[config.mk]
export PLATFORM = sky130hd
export DESIGN_NAME = uart_rts_ctl
export DESIGN_NICKNAME = d
export VERILOG_FILES = /design/src/rtl/rtsc_pkg.sv /design/src/rtl/rtsc_cts_gate.sv /design/src/rtl/rtsc_flow_hyst.sv /design/src/rtl/rtsc_dir_track.sv /design/src/rtl/uart_rts_ctl.sv
export SDC_FILE = /design/constraint.sdc
export NUM_CORES = 1
export LEC_CHECK = 0
export ABC_AREA = 1
export CAP_MARGIN = 30
export CORE_MARGIN = 2
export CORE_UTILIZATION = 35
export DETAILED_ROUTE_END_ITERATION = 6
export GPL_TIMING_DRIVEN = 0
export PLACE_DENSITY = 0.73
export SLEW_MARGIN = 20
export SYNTH_ARGS = -nofsm -noshare
export SYNTH_HDL_FRONTEND = slang
export SYNTH_SLANG_ARGS = --single-unit
[constraint.sdc]
create_clock -name clk -period 1.7 [get_ports clk]
set_clock_uncertainty 0.15 [all_clocks]
set_input_delay 0.34 -clock clk [delete_from_list [all_inputs] [get_ports clk]]
set_output_delay 0.34 -clock clk [all_outputs]
set_load 0.02 [all_outputs]
[src/rtl/rtsc_pkg.sv]
package rtsc_pkg;
  typedef enum logic [1:0] {
    SRC_MANUAL = 2'd0,
    SRC_FLOW   = 2'd1,
    SRC_DIR    = 2'd2
  } rts_src_e;

  function automatic rts_src_e pick_src(input logic dir_en, input logic flow_en);
    if (dir_en)       return SRC_DIR;
    else if (flow_en) return SRC_FLOW;
    else              return SRC_MANUAL;
  endfunction
endpackage

[src/rtl/rtsc_cts_gate.sv]
module rtsc_cts_gate #(
  parameter int SYNC_STAGES = 2
) (
  input  logic clk,
  input  logic rst,
  input  logic gate_en,
  input  logic cts_pin,
  output logic permit
);
  logic [SYNC_STAGES-1:0] sync_q;
  logic                   permit_q;

  always_ff @(posedge clk) begin
    if (rst) begin
      sync_q   <= '0;
      permit_q <= 1'b1;
    end else begin
      sync_q   <= {sync_q[SYNC_STAGES-2:0], cts_pin};
      permit_q <= ~gate_en | ~sync_q[SYNC_STAGES-1];
    end
  end

  assign permit = permit_q;
endmodule

[src/rtl/rtsc_flow_hyst.sv]
module rtsc_flow_hyst #(
  parameter int LVL_W    = 7,
  parameter int NIB_W    = 4,
  parameter int SCALE_SH = 2
) (
  input  logic             clk,
  input  logic             rst,
  input  logic [LVL_W-1:0] level,
  input  logic [NIB_W-1:0] halt_nib,
  input  logic [NIB_W-1:0] resume_nib,
  output logic             halt_next
);
  localparam int THR_W = NIB_W + SCALE_SH;

  logic [THR_W-1:0] halt_thr, resume_thr;
  logic [LVL_W-1:0] halt_lvl, resume_lvl;
  logic             halt_q;

  assign halt_thr   = {halt_nib, {SCALE_SH{1'b0}}};
  assign resume_thr = {resume_nib, {SCALE_SH{1'b0}}};
  assign halt_lvl   = LVL_W'(halt_thr);
  assign resume_lvl = LVL_W'(resume_thr);

  always_comb begin
    if (level >= halt_lvl)        halt_next = 1'b1;
    else if (level <= resume_lvl) halt_next = 1'b0;
    else                          halt_next = halt_q;
  end

  always_ff @(posedge clk) begin
    if (rst) halt_q <= 1'b0;
    else     halt_q <= halt_next;
  end
endmodule

[src/rtl/rtsc_dir_track.sv]
module rtsc_dir_track (
  input  logic clk,
  input  logic rst,
  input  logic push,
  input  logic fifo_empty,
  input  logic shift_idle,
  output logic active_next
);
  logic pending_q;
  logic drained;

  assign drained     = fifo_empty & shift_idle;
  assign active_next = push | (pending_q & ~drained);

  always_ff @(posedge clk) begin
    if (rst) pending_q <= 1'b0;
    else     pending_q <= active_next;
  end
endmodule

[src/rtl/uart_rts_ctl.sv]
module uart_rts_ctl
  import rtsc_pkg::*;
#(
  parameter int FIFO_DEPTH  = 64,
  parameter int NIB_W       = 4,
  parameter int SCALE_SH    = 2,
  parameter int SYNC_STAGES = 2,
  localparam int LVL_W      = $clog2(FIFO_DEPTH + 1)
) (
  input  logic             clk,
  input  logic             rst,
  input  logic             sw_rts_assert,
  input  logic             flow_rts_en,
  input  logic             flow_cts_en,
  input  logic             dir_auto_en,
  input  logic             dir_invert,
  input  logic [NIB_W-1:0] halt_nib,
  input  logic [NIB_W-1:0] resume_nib,
  input  logic [LVL_W-1:0] rx_level,
  input  logic             tx_push,
  input  logic             tx_fifo_empty,
  input  logic             tx_shift_idle,
  input  logic             cts_pin,
  output logic             rts_pin,
  output logic             tx_permit
);
  logic     flow_halt_d;
  logic     dir_active_d;
  logic     rts_d;
  logic     rts_q;
  rts_src_e src;

  rtsc_flow_hyst #(
    .LVL_W(LVL_W), .NIB_W(NIB_W), .SCALE_SH(SCALE_SH)
  ) u_hyst (
    .clk(clk), .rst(rst), .level(rx_level),
    .halt_nib(halt_nib), .resume_nib(resume_nib),
    .halt_next(flow_halt_d)
  );

  rtsc_dir_track u_dir (
    .clk(clk), .rst(rst), .push(tx_push),
    .fifo_empty(tx_fifo_empty), .shift_idle(tx_shift_idle),
    .active_next(dir_active_d)
  );

  rtsc_cts_gate #(.SYNC_STAGES(SYNC_STAGES)) u_cts (
    .clk(clk), .rst(rst), .gate_en(flow_cts_en),
    .cts_pin(cts_pin), .permit(tx_permit)
  );

  assign src = pick_src(dir_auto_en, flow_rts_en);

  always_comb begin
    unique case (src)
      SRC_DIR:  rts_d = dir_active_d ? dir_invert : ~dir_invert;
      SRC_FLOW: rts_d = flow_halt_d;
      default:  rts_d = ~sw_rts_assert;
    endcase
  end

  always_ff @(posedge clk) begin
    if (rst) rts_q <= 1'b1;
    else     rts_q <= rts_d;
  end

  assign rts_pin = rts_q;
endmodule

# --- Word-level counts from Yosys, hierarchy flattened ---
# Index checks and enable logic that the tools add are counted.
totals:
  register_bits: 6
  latchBits: 0
  mem_bits_rw: 0
  rom_bits: 0
  input_bits: 26
  output_inout_bits: 2
  elab_cells: 24
  n_memories: 0
classes:
  add_sub_neg: 0
  mul: 0
  n_div: 0
  n_lt_le_gt_ge: 2
  n_eq_ne: 2
  shifts: 0
  mux: 6
  bitwise_logic: 9
  n_reduce_logical: 0
op_table:
  columns: ["op", "count"]
  rows:
  - ["7-bit by 6-bit greater-or-equal comparator with 1-bit output", 1]
  - ["7-bit by 6-bit less-or-equal comparator with 1-bit output", 1]
  - ["1-bit inverter", 5]
  - ["1-bit 2-to-1 mux", 4]
  - ["1-bit bitwise AND", 2]
  - ["2-bit by 1-bit equality test with 1-bit output, second input constant", 1]
  - ["2-bit equality test, second input constant", 1]
  - ["2-bit 2-to-1 mux", 1]
  - ["1-bit bitwise OR", 2]
  - ["1-bit one-hot mux with 2 select lines", 1]

# --- Logic depth before layout (Yosys ltp) ---
# Gate-level depths: netlist (run 1).
logic_depth:
  ltp_word: 6
  depth_mapped: 11
  mapped_depth_nobuf: 11

# --- By module ---
# From an unflattened synthesis (run 1), not the netlist that was laid out.
hier_totals:
  hier_cells: 80
  area_unflattened_um2: 508.0
modules_own_cells:
  columns: ["mod", "n_inst", "cells_each", "area_each_um2", "seq_area_each_um2"]
  rows:
  - ["rtsc_flow_hyst", 1, 50, 297.8, 20.0]
  - ["rtsc_cts_gate", 1, 9, 88.8, 60.1]
  - ["uart_rts_ctl", 1, 15, 75.1, 20.0]
  - ["rtsc_dir_track", 1, 6, 46.3, 20.0]

# --- Least setup slack after synthesis (run 1) ---
# OpenSTA, ideal clock, no wires.
synth_timing:
  path_type: "input-to-reg"
  start: "input halt_nib[2]"
  end: "register rts_q, in the netlist rts_pin"
  setup_time_ns: 0.113
  t_arrival_ns: 1.084
  required_ns: 1.437
  path_slack_ns: 0.352
  stages: 10
  n_path_buf: 0
  cell_sequence: "inv_1 ha_1 nand2_1 nand2_1 nand2_1 nand2_1 a21oi_2 nand2_1 nand2_1 nand2_1"
synth_via:
  elab_chain_len: 3
synth_lines:
  columns: ["item", "line_no", "rtl"]
  rows:
  - ["start: declaration", "uart_rts_ctl.sv:17", "input logic [NIB_W-1:0] halt_nib,"]
  - ["7-bit by 6-bit greater-or-equal comparator with 1-bit output", "rtsc_flow_hyst.sv:25", "if (level >= halt_lvl) halt_next = 1'b1;"]
  - ["1-bit 2-to-1 mux", "rtsc_flow_hyst.sv:25", null]
  - ["1-bit one-hot mux with 2 select lines", "uart_rts_ctl.sv:55", "unique case (src)"]
  - ["end signal: assignment", "uart_rts_ctl.sv:64", "else rts_q <= rts_d;"]
  - ["end: declaration", "uart_rts_ctl.sv:30", "logic rts_q;"]
# Every way passes these cells.
# A chain may end at the register's enable or synchronous reset.

# --- Worst setup path after layout (run 1) ---
layout_timing:
  start: "register rts_q, in the netlist rts_pin"
  end: "output rts_pin"
layout_rtl:
  columns: ["item", "line_no", "rtl"]
  rows:
  - ["end: declaration", "uart_rts_ctl.sv:24", "output logic rts_pin,"]
# No word-level cell between the ends.

==> results of run 1 <==
-- cells by family after synthesis --
family,Yosys count,share of synthesized area (%)
AND/OR/NAND/NOR,38,31.7
buffers and inverters,18,14.5
adder cells (fa/ha/maj),8,21.5
flip-flops,6,25.8
AO/OA/AOI/OAI,4,6.45
-- metrics by stage --
step	setup WS, ns	instance area [sq um]	total power [mW]
3_3_place_gp	-0.178	754	0.288
3_5_place_dp	-0.210	754	0.293
4_1_cts	0.0211	777	0.440
6_report	0.0532	830	0.452
2_1_floorplan	0.352	465	0.214
5_1_grt	-0.00883	830	0.476
-- cell type report --
cell class	instances	area [sq um]	share of cell area, %
Inverter	18	67.6	8.14
Tap cell	15	18.8	2.26
Multi-Input combinational cell	50	318	38.3
Timing Repair Buffer	27	283	34.1
Clock buffer	3	22.5	2.71
Sequential cell	6	120	14.5
-- power breakdown --
part	internal, mW	switching [mW]	leakage [nW]
Sequential	0.149	0.00235	0.0498
Clock	0.0812	0.0700	0.0138
Combinational	0.0878	0.0615	0.370
Total	0.318	0.134	0.434
-- state kept, by name, indices dropped and copies added, names as in the netlist --
signal,count
rts_pin,1
u_cts.sync_q,2
u_dir.pending_q,1
u_hyst.halt_q,1
u_cts.permit,1
-- placed cells by master (no fill, tap or decap) --
cell	n
clkdlybuf4s50_1	22
nand2_1	19
inv_1	15
nor2_1	14
dfxtp_1	6
ha_1	5
dlymetal6s2s_1	5
nand3_1	4
inv_2	3
ha_4	3
clkbuf_4	3
a21oi_2	2
nand2_2	1
a21oi_1	1
o31ai_1	1
-- worst max-delay path by stage --
stage | end | slack (ns)
CTS | tx_permit | 0.02
global placement | rts_pin | -0.18
global route | rts_pin | -0.009
floorplan | rts_pin | 0.35
finish | rts_pin | 0.05
detailed placement | rts_pin | -0.21
-- routing by layer --
layer  vias up  part of all wire [%]
li1        282                     -
met1       217                    43
met2        12                    52
met3         2                   3.9
met4         0                   1.0
met5         -                     0
==> impl_results.md, run 1 <==
* Status: finished, final reports clean
* Startpoint types: flip-flop
* Root buf cell: clkbuf_4
* IO buf count at 27
* Busiest metal layer after global routing: met2
* Largest net degree at the start of global routing at 6
* CP required at 1.21 ns
* Clock Path Buffers at 2
* Reg clk slew, reported paths at 0.06 ns
* Average cell area after synthesis at 6.29 sq um
* I/O pins at 28
* Hold Startpoint: u_cts.sync_q[0]
* Global routing usage on met2 at 26.2%
* PostCTS Resize Cnt at 0
* Core area at 1270 sq um
* Crit path from: rts_pin
* Final setup fails at 0
* Area leader, netlist: dfxtp_1
* Synth Flop Type: dfxtp_1
* Critical path peak fanout at 1
* Initial antenna violation count at 0
* Slew Limit Headroom at 82.4%
* WS Path Type: flip-flop to output port
* Library cells used by synthesis at 10
* Die area at 1640 sq um
* Worst path slowest cell: clkdlybuf4s50_1
* Area fraction of the dominant cell type after synthesis at 25.8%
* Antenna Diode Count at 0
* Async S/R FF share, synth at 0%
* Vias per inst at 4.31
* Worst R2R Path Depth at 6
* Critical path depth in cells at 1
* DRT Wirelength at 1.20 mm
* H-tree levels at 1
* Worst Path Buf+Inv at 1
* Row count at 13
* Synth Instances at 74
* Synth area leaders: dfxtp_1 (26%), ha_1 (22%), nand2_1 (16%)
* Max-cap viol count at 0
* Achievable Freq at 607 MHz
* RR Endpoint: rts_pin
* First DRT Iteration DRCs at 7
* First-pass GRT wire length at 1.59 mm
* R2R Setup Slk at 0.66 ns
* Number of global-route vias before repair at 424
* Worst Hold Depth at 2
* Placed Cells at 116
* Max incr delay on CP at 0.59 ns
* DRT Pass-1 Iters at 2
* Critical R2R Launch: u_dir.pending_q
* Final design utilization at 65.4%
* Clock Latency Late Sink at 0.26 ns
* Period utilization at 96.9%
* Post-CTS Setup Repair Bufs at 0
* Top-count cell post-synth: nand2_1
* Leakage at 0.434 nW
* WHS at 0.251 ns
* Final Max Slew Viols at 0
* Fillers at 119
* Hold Path End: u_cts.sync_q[1]
* Post-synth top cells: nand2_1 (20), inv_1 (17), nor2_1 (14)
* Clk sink count at 6
* Syn nets at 108
* DP HPWL at 922 um
* Final #Nets at 140
* Fraction of layout cells with a size suffix above 1 at 11.5%
* Seq/Total Area, Yosys at 25.8%
* Yosys warns at 0
* Starting Density at 36.7%
* TNS Setup at 0 ns
* Grt ovf at 0
* Drc violations at 0
* Synth Register Bits at 6
* Min cycle time layout at 1.65 ns
* Worst Tran Pin Value at 0.263 ns
* WL per Instance at 10.1 um
* Count of final hold-check violations at 0
* Num CTS Buffers at 3
* Met1 Use GR at 17.0%
* Met3 Track Usage GR at 1.67%
* Peak VDD IR at 297 uV
* DIE HEIGHT at 40.5 um
* Final std cells w/o fill at 119
* Routed via count at 513
* Global-route usage over all layers at 15.1%
* CTS tree: yes
* Hold WC Path Type: flip-flop to flip-flop
* CP Capture Type: output port
* PwrDens at 545 nW/um^2
* Area delta synth->final at 78.2%
* Cells along the critical path: clkdlybuf4s50_1
* Routed Antenna Nets at 0
* Cts-stage hold buffer count at 0
* WP data arrival at 1.16 ns
* Die width at 40.5 um
* Mapped Area at 465 sq um
* CP top delay family: buffers and inverters
* GP Congestion at 0.718
* RSZ-0062 raised after global routing: true
* Number of flops mapped to enable cells by yosys at 0
No activity file was read; power rests on OpenSTA's default activity.
==> inputs of run 2 (changes only) <==
--- a/config.mk
+++ b/config.mk
@@ -5,7 +5,6 @@
 export SDC_FILE = /design/constraint.sdc
 export NUM_CORES = 1
 export LEC_CHECK = 0
-export ABC_AREA = 1
 export CAP_MARGIN = 30
 export CORE_MARGIN = 2
 export CORE_UTILIZATION = 35
==> run 2 against run 1 <==
Net effect:
- flip-flop and latch count did not move
- sequential share of layout area is 0.17 points lower
- core utilization rose by 0.79 points
- first-iteration DRC count fell by 100%
- wire length down 8.6%
- total power decreased by 4.2%
- combinational power hardly changed
==> impl_results.md, run 2 <==
* Status: finished, final reports clean
* Drc violations at 0 (unchanged)
* Clock Path Buffers at 2 (unchanged)
* Max-cap viol count at 0 (unchanged)
* Max incr delay on CP at 0.54 ns (-0.05 ns)
* Antenna Diode Count at 0 (unchanged)
* Final #Nets at 120 (-14%)
* Die width at 40.2 um (-0.61%)
* First-pass GRT wire length at 1.57 mm (-0.88%)
* Total power at 0.433 mW (-4.2%)
* Cells along the critical path: clkdlybuf4s50_1 -> ha_4 -> a211o_1 -> o21ai_1 -> nand3_1
* Synth area leaders: dfxtp_1 (26%), ha_1 (22%), inv_1 (5.7%)
* DRT Wirelength at 1.10 mm (-8.6%)
* Async S/R FF share, synth at 0% (unchanged)
* Top-count cell post-synth: ha_1
* Largest register FFs at 2 (unchanged)
* Core area at 1270 sq um (unchanged)
* CTS tree: yes
* Grt ovf at 0 (unchanged)
* Initial antenna violation count at 0 (unchanged)
* Achievable Freq at 605 MHz (-0.32%)
* Post-route setup slack at 0.0479 ns (-0.00529 ns)
* Number of global-route vias before repair at 410 (-3.3%)
* Peak VDD IR at 246 uV (-17%)
* Routed Antenna Nets at 0 (unchanged)
* Area fraction of the dominant cell type after synthesis at 26.2% (+0.35 points)
* H-tree levels at 1 (unchanged)
* Synth Flop Type: dfxtp_1
* Row count at 13 (unchanged)
* Slew Limit Headroom at 75.0% (-7.4 points)
* Mapped Area at 459 sq um (-1.3%)
* Min cycle time layout at 1.65 ns (+0.00529 ns)
* Die area at 1620 sq um (-1.2%)
* Final Max Slew Viols at 0 (unchanged)
* Synth Register Bits at 6 (unchanged)
* Startpoint types: input port
* Fraction of layout cells with a size suffix above 1 at 16.7% (+5.1 points)
* First DRT Iteration DRCs at 0 (-7)
* Area delta synth->final at 82.8%
* CP top delay family: buffers and inverters
* DIE HEIGHT at 40.2 um (-0.61%)
* Average cell area after synthesis at 8.66 sq um (+38%)
* Seq/Total Area, Yosys at 26.2% (+0.35 points)
* IO buf count at 27 (unchanged)
* CP required at 1.66 ns (+0.45 ns)
* Synth Instances at 53 (-28%)
* Worst Tran Pin Value at 0.370 ns (+0.107 ns)
* Yosys warns at 0 (unchanged)
* Most flop-heavy register: u_cts.sync_q
* Clk sink count at 6 (unchanged)
* Largest net degree at the start of global routing at 10 (+4)
* DRT Pass-1 Iters at 1 (-1)
* Num CTS Buffers at 3 (unchanged)
* Root buf cell: clkbuf_4
* Reg clk slew, reported paths at 0.04 ns (-0.02 ns)
* Leakage at 0.383 nW (-12%)
* CP Capture Type: flip-flop
* WP data arrival at 1.61 ns (+0.45 ns)
* Post-synth top cells: ha_1 (8), inv_1 (7), dfxtp_1 (6), nor2_1 (6), nor2b_1 (3)
* DP HPWL at 856 um (-7.1%)
* Most frequent cells in the layout: clkdlybuf4s50_1 (20), nor2_1 (6), dfxtp_1 (6), inv_1 (5)
* Worst path slowest cell: clkdlybuf4s50_1
* I/O pins at 28 (unchanged)
* Vias per inst at 4.71 (+9.2%)
* GP Congestion at 0.724 (+0.79%)
* Cts-stage hold buffer count at 0 (unchanged)
* Dpl ws at -0.435 ns (-0.225 ns)
* Routed via count at 466 (-9.2%)
* WS Path Type: input port to flip-flop
* Syn nets at 87 (-19%)
* Library cells used by synthesis at 26 (+16)
* Critical path peak fanout at 2 (+1)
* Global-route usage over all layers at 15.0% (-0.056 points)
* Most common cell after layout, fill and taps aside: clkdlybuf4s50_1
* WL per Instance at 11.1 um (+9.9%)
* Worst Path Buf+Inv at 1 (unchanged)
* RSZ-0062 raised after global routing: false
* PwrDens at 516 nW/um^2 (-5.3%)
* Starting Density at 36.2% (-0.49 points)
* Hold WC Path Type: flip-flop to flip-flop
* Number of flops mapped to enable cells by yosys at 0 (unchanged)
* Area leader, netlist: dfxtp_1
* Clock Latency Late Sink at 0.24 ns (-0.02 ns)
* Final setup fails at 0 (unchanged)
* Count of final hold-check violations at 0 (unchanged)
* Period utilization at 97.2% (+0.31 points)
run 2: cell count changes in the layout (fill, tap and decap cells not counted), sizes merged, moves of 2 or more:
cell | previous run | this run
nor2b | 0 | 3
inv | 18 | 7
o21ai | 0 | 2
dlygate4sd2 | 0 | 3
nand2 | 20 | 0
clkdlybuf4s50 | 22 | 20
nand3 | 4 | 2
nor2 | 14 | 6
run 2: stage by stage:
| stage | hold slack (ns) | util [%] | TNS (ns) | instances | instance area, sq um |
|---|---|---|---|---|---|
| after floorplan | 0.218 | - | 0 | 53 | 459 |
| after global placement | 0.224 | 59.0 | -0.788 | 95 | 748 |
| after detailed placement | 0.225 | 59.0 | -0.814 | 95 | 748 |
| after CTS | 0.235 | 62.7 | 0 | 99 | 796 |
| after global routing | 0.243 | 66.2 | 0 | 99 | 840 |
| final | 0.234 | 66.2 | 0 | 99 | 840 |
run 2: final timing paths:
check             startpoint            to  slack (ns)  cells after the start
min          u_cts.sync_q[1]  u_cts.permit        0.23                      1
max reg2reg  u_dir.pending_q       rts_pin        0.38                      4
max              rx_level[5]       rts_pin        0.05                      5
min reg2reg  u_cts.sync_q[1]  u_cts.permit        0.23                      1
run 2: layout make-up:
cell class	count	area, sq um
Clock buffer	3	22.5
Fill cell	112	429
Multi-Input combinational cell	40	368
Inverter	7	26.3
Tap cell	15	18.8
Sequential cell	6	120
Timing Repair Buffer	28	284
run 2: cells by family (layout without fill, tap and decap cells):
group / count (synthesis) / in the layout / share of synthesized area (%)
adders and majority gates: 8 / 8 / 21.8
muxes: 1 / 1 / 2.18
buffers and inverters: 7 / 38 / 5.72
AOI/OAI and AO/OA: 11 / 11 / 17.7
and+or+nand+nor: 20 / 20 / 26.4
DFF: 6 / 6 / 26.2
run 2: routing by layer:
layer	GRT usage (%)	wire [um]
met3	8.33	69
met5	0	0
met4	0	0
met1	19.0	503
met2	23.8	528
run 2: repair_timing:
| action | CTS | global route |
|---|---|---|
| resized for setup | 7 | 9 |
| pin swaps | 6 | 6 |
| setup endpoints to repair | 2 | 2 |
| buffers inserted | 1 | 0 |
run 2: where the power goes:
group	internal [mW]	leakage, nW	total (mW)	switching, mW
combinational	0.0918	0.319	0.149	0.0570
sequential	0.150	0.0498	0.152	0.00215
clock	0.0799	0.0138	0.132	0.0523
==> inputs of run 3 (changes only) <==
--- a/config.mk
+++ b/config.mk
@@ -11,6 +11,7 @@
 export DETAILED_ROUTE_END_ITERATION = 6
 export GPL_TIMING_DRIVEN = 0
 export PLACE_DENSITY = 0.73
+export SKIP_CTS_REPAIR_TIMING = 1
 export SLEW_MARGIN = 20
 export SYNTH_ARGS = -nofsm -noshare
 export SYNTH_HDL_FRONTEND = slang
==> run 3 against run 2 <==
Net effect:
- cell count decreased by 1.0%
- critical endpoint is now u_hyst.halt_q
- first-iteration DRC count unchanged
- count of clock-buffer cells in the layout unchanged
- highest routed layer unchanged
- setup slack improved by 0.014 ns
- register-to-register slack about the same
- flip-flop and latch count unchanged
==> impl_results.md, run 3 (synthesis results as in run 2) <==
* Vias per inst at 4.74 (+0.80%)
* Largest net degree at the start of global routing at 10 (unchanged)
* Dpl ws at -0.435 ns (unchanged)
* WL per Instance at 10.9 um (-1.8%)
* Final Instance Area at 843 sq um (+0.45%)
* Antenna Diode Count at 0 (unchanged)
* I/O pins at 28 (unchanged)
* Count of final hold-check violations at 0 (unchanged)
* Clock Latency Late Sink at 0.24 ns (about the same)
* Drc violations at 0 (unchanged)
* DP HPWL at 856 um (unchanged)
* PwrDens at 513 nW/um^2 (-0.63%)
* RSZ-0062 raised after global routing: false
* Final setup fails at 0 (unchanged)
* Post-route setup slack at 0.0616 ns (+0.0137 ns)
* Fraction of layout cells with a size suffix above 1 at 15.7% (-1.0 points)
* WHS at 0.234 ns (+0.0000140 ns)
* Row count at 13 (unchanged)
* Initial antenna violation count at 0 (unchanged)
* Worst Hold Depth at 1 (unchanged)
* Final #Nets at 119 (-0.83%)
* Die width at 40.2 um (unchanged)
* TNS Setup at 0 ns (unchanged)
* Max-cap viol count at 0 (unchanged)
* First DRT Iteration DRCs at 0 (unchanged)
* RR Endpoint: rts_pin
* Num CTS Buffers at 3 (unchanged)
* Leakage at 0.411 nW (+7.4%)
* Critical path peak fanout at 2 (unchanged)
* Hold Startpoint: u_cts.sync_q[1]
* Total power at 0.432 mW (-0.19%)
* Area delta synth->final at 83.7%
* Slew Limit Headroom at 74.8% (-0.23 points)
* Grt ovf at 0 (unchanged)
* Final std cells w/o fill at 98 (-1.0%)
* CP required at 1.67 ns (about the same)
* Peak VDD IR at 246 uV (about the same)
* Worst path slowest cell: clkdlybuf4s50_1
* Routed Antenna Nets at 0 (unchanged)
* Period utilization at 96.4% (-0.80 points)
* Cells along the critical path: clkdlybuf4s50_1 -> inv_1 -> ha_1 -> nand2b_1 -> a21oi_1 -> o211ai_1 -> a21oi_2
* Clock Path Buffers at 2 (unchanged)
* WS Path Type: input port to flip-flop
* Reg clk slew, reported paths at 0.04 ns (about the same)
* Core area at 1270 sq um (unchanged)
* Min cycle time layout at 1.64 ns (-0.0137 ns)
* Most frequent cells in the layout: clkdlybuf4s50_1 (19), dlymetal6s2s_1 (8), nor2_1 (6), dfxtp_1 (6), ha_1 (5)
* CP Capture Type: flip-flop
* WP data arrival at 1.61 ns (about the same)
* DRT Wirelength at 1.07 mm (-2.8%)
* Hold WC Path Type: flip-flop to flip-flop
* DRT Pass-1 Iters at 1 (unchanged)
* Most flop-heavy register: u_cts.sync_q
* Global-route usage over all layers at 15.0% (unchanged)
* Most common cell after layout, fill and taps aside: clkdlybuf4s50_1
* Number of global-route vias before repair at 404 (-1.5%)
* Final Max Slew Viols at 0 (unchanged)
* Worst R2R Path Depth at 4 (unchanged)
* R2R Setup Slk at 0.38 ns (about the same)
* GP Congestion at 0.724 (unchanged)
* H-tree levels at 1 (unchanged)
* Status: finished, final reports clean
* IO buf count at 27 (unchanged)
* Die area at 1620 sq um (unchanged)
* Hold Path End: u_cts.permit
* Startpoint types: input port
* Starting Density at 36.2% (unchanged)
* First-pass GRT wire length at 1.58 mm (+0.45%)
* Root buf cell: clkbuf_4
* Routed via count at 465 (-0.21%)
* Placement Cell Area at 748 sq um (unchanged)
* Final design utilization at 66.5% (+0.30 points)
* Clk sink count at 6 (unchanged)
* DIE HEIGHT at 40.2 um (unchanged)
* Placed Cells at 95 (unchanged)
* Achievable Freq at 610 MHz (+0.83%)
* Worst Tran Pin Value at 0.374 ns (+0.00339 ns)
* Critical R2R Launch: u_dir.pending_q
* Max incr delay on CP at 0.46 ns (-0.08 ns)
* CTS tree: yes
* Largest register FFs at 2 (unchanged)
## run 3: power by group
| part | total, mW | internal, mW | switching (mW) |
|---|---|---|---|
| logic | 0.148 | 0.0914 | 0.0565 |
| clock network | 0.132 | 0.0799 | 0.0523 |
| registers | 0.152 | 0.150 | 0.00223 |
| total | 0.432 | 0.321 | 0.111 |
## run 3: cell type report
class                   count  area (sq um)
fillers                   106           425
multi-input cells          40           365
repair buffers             27           290
flip-flops and latches      6           120
inverters                   7          26.3
clock buffers               3          22.5
well taps                  15          18.8
## run 3: metal layers
layer	share of wire (%)	vias to the layer above	global-route usage (%)	wire length [um]
met2	47	15	23.4	507
met5	0	-	0	0
met1	47	198	19.3	499
li1	-	252	-	-
met4	0	0	0	0
met3	5.9	0	8.33	63
## run 3: worst max-delay path by stage
| stage | from | to | slack, ns |
|---|---|---|---|
| after floorplan | halt_nib[2] | rts_pin | 0.13 |
| after global placement | halt_nib[2] | rts_pin | -0.42 |
| after detailed placement | halt_nib[2] | rts_pin | -0.44 |
| after CTS | halt_nib[2] | rts_pin | -0.18 |
| after global routing | halt_nib[3] | rts_pin | 0.0009 |
| final | resume_nib[1] | u_hyst.halt_q | 0.06 |
## run 3: critical path, delay by kind of cell
| kind | cells | cell delay [ns] |
|---|---|---|
| buf+inv | 2 | 0.50 |
| compound gates | 3 | 0.39 |
| fa+ha+maj | 1 | 0.30 |
| simple gates | 1 | 0.09 |
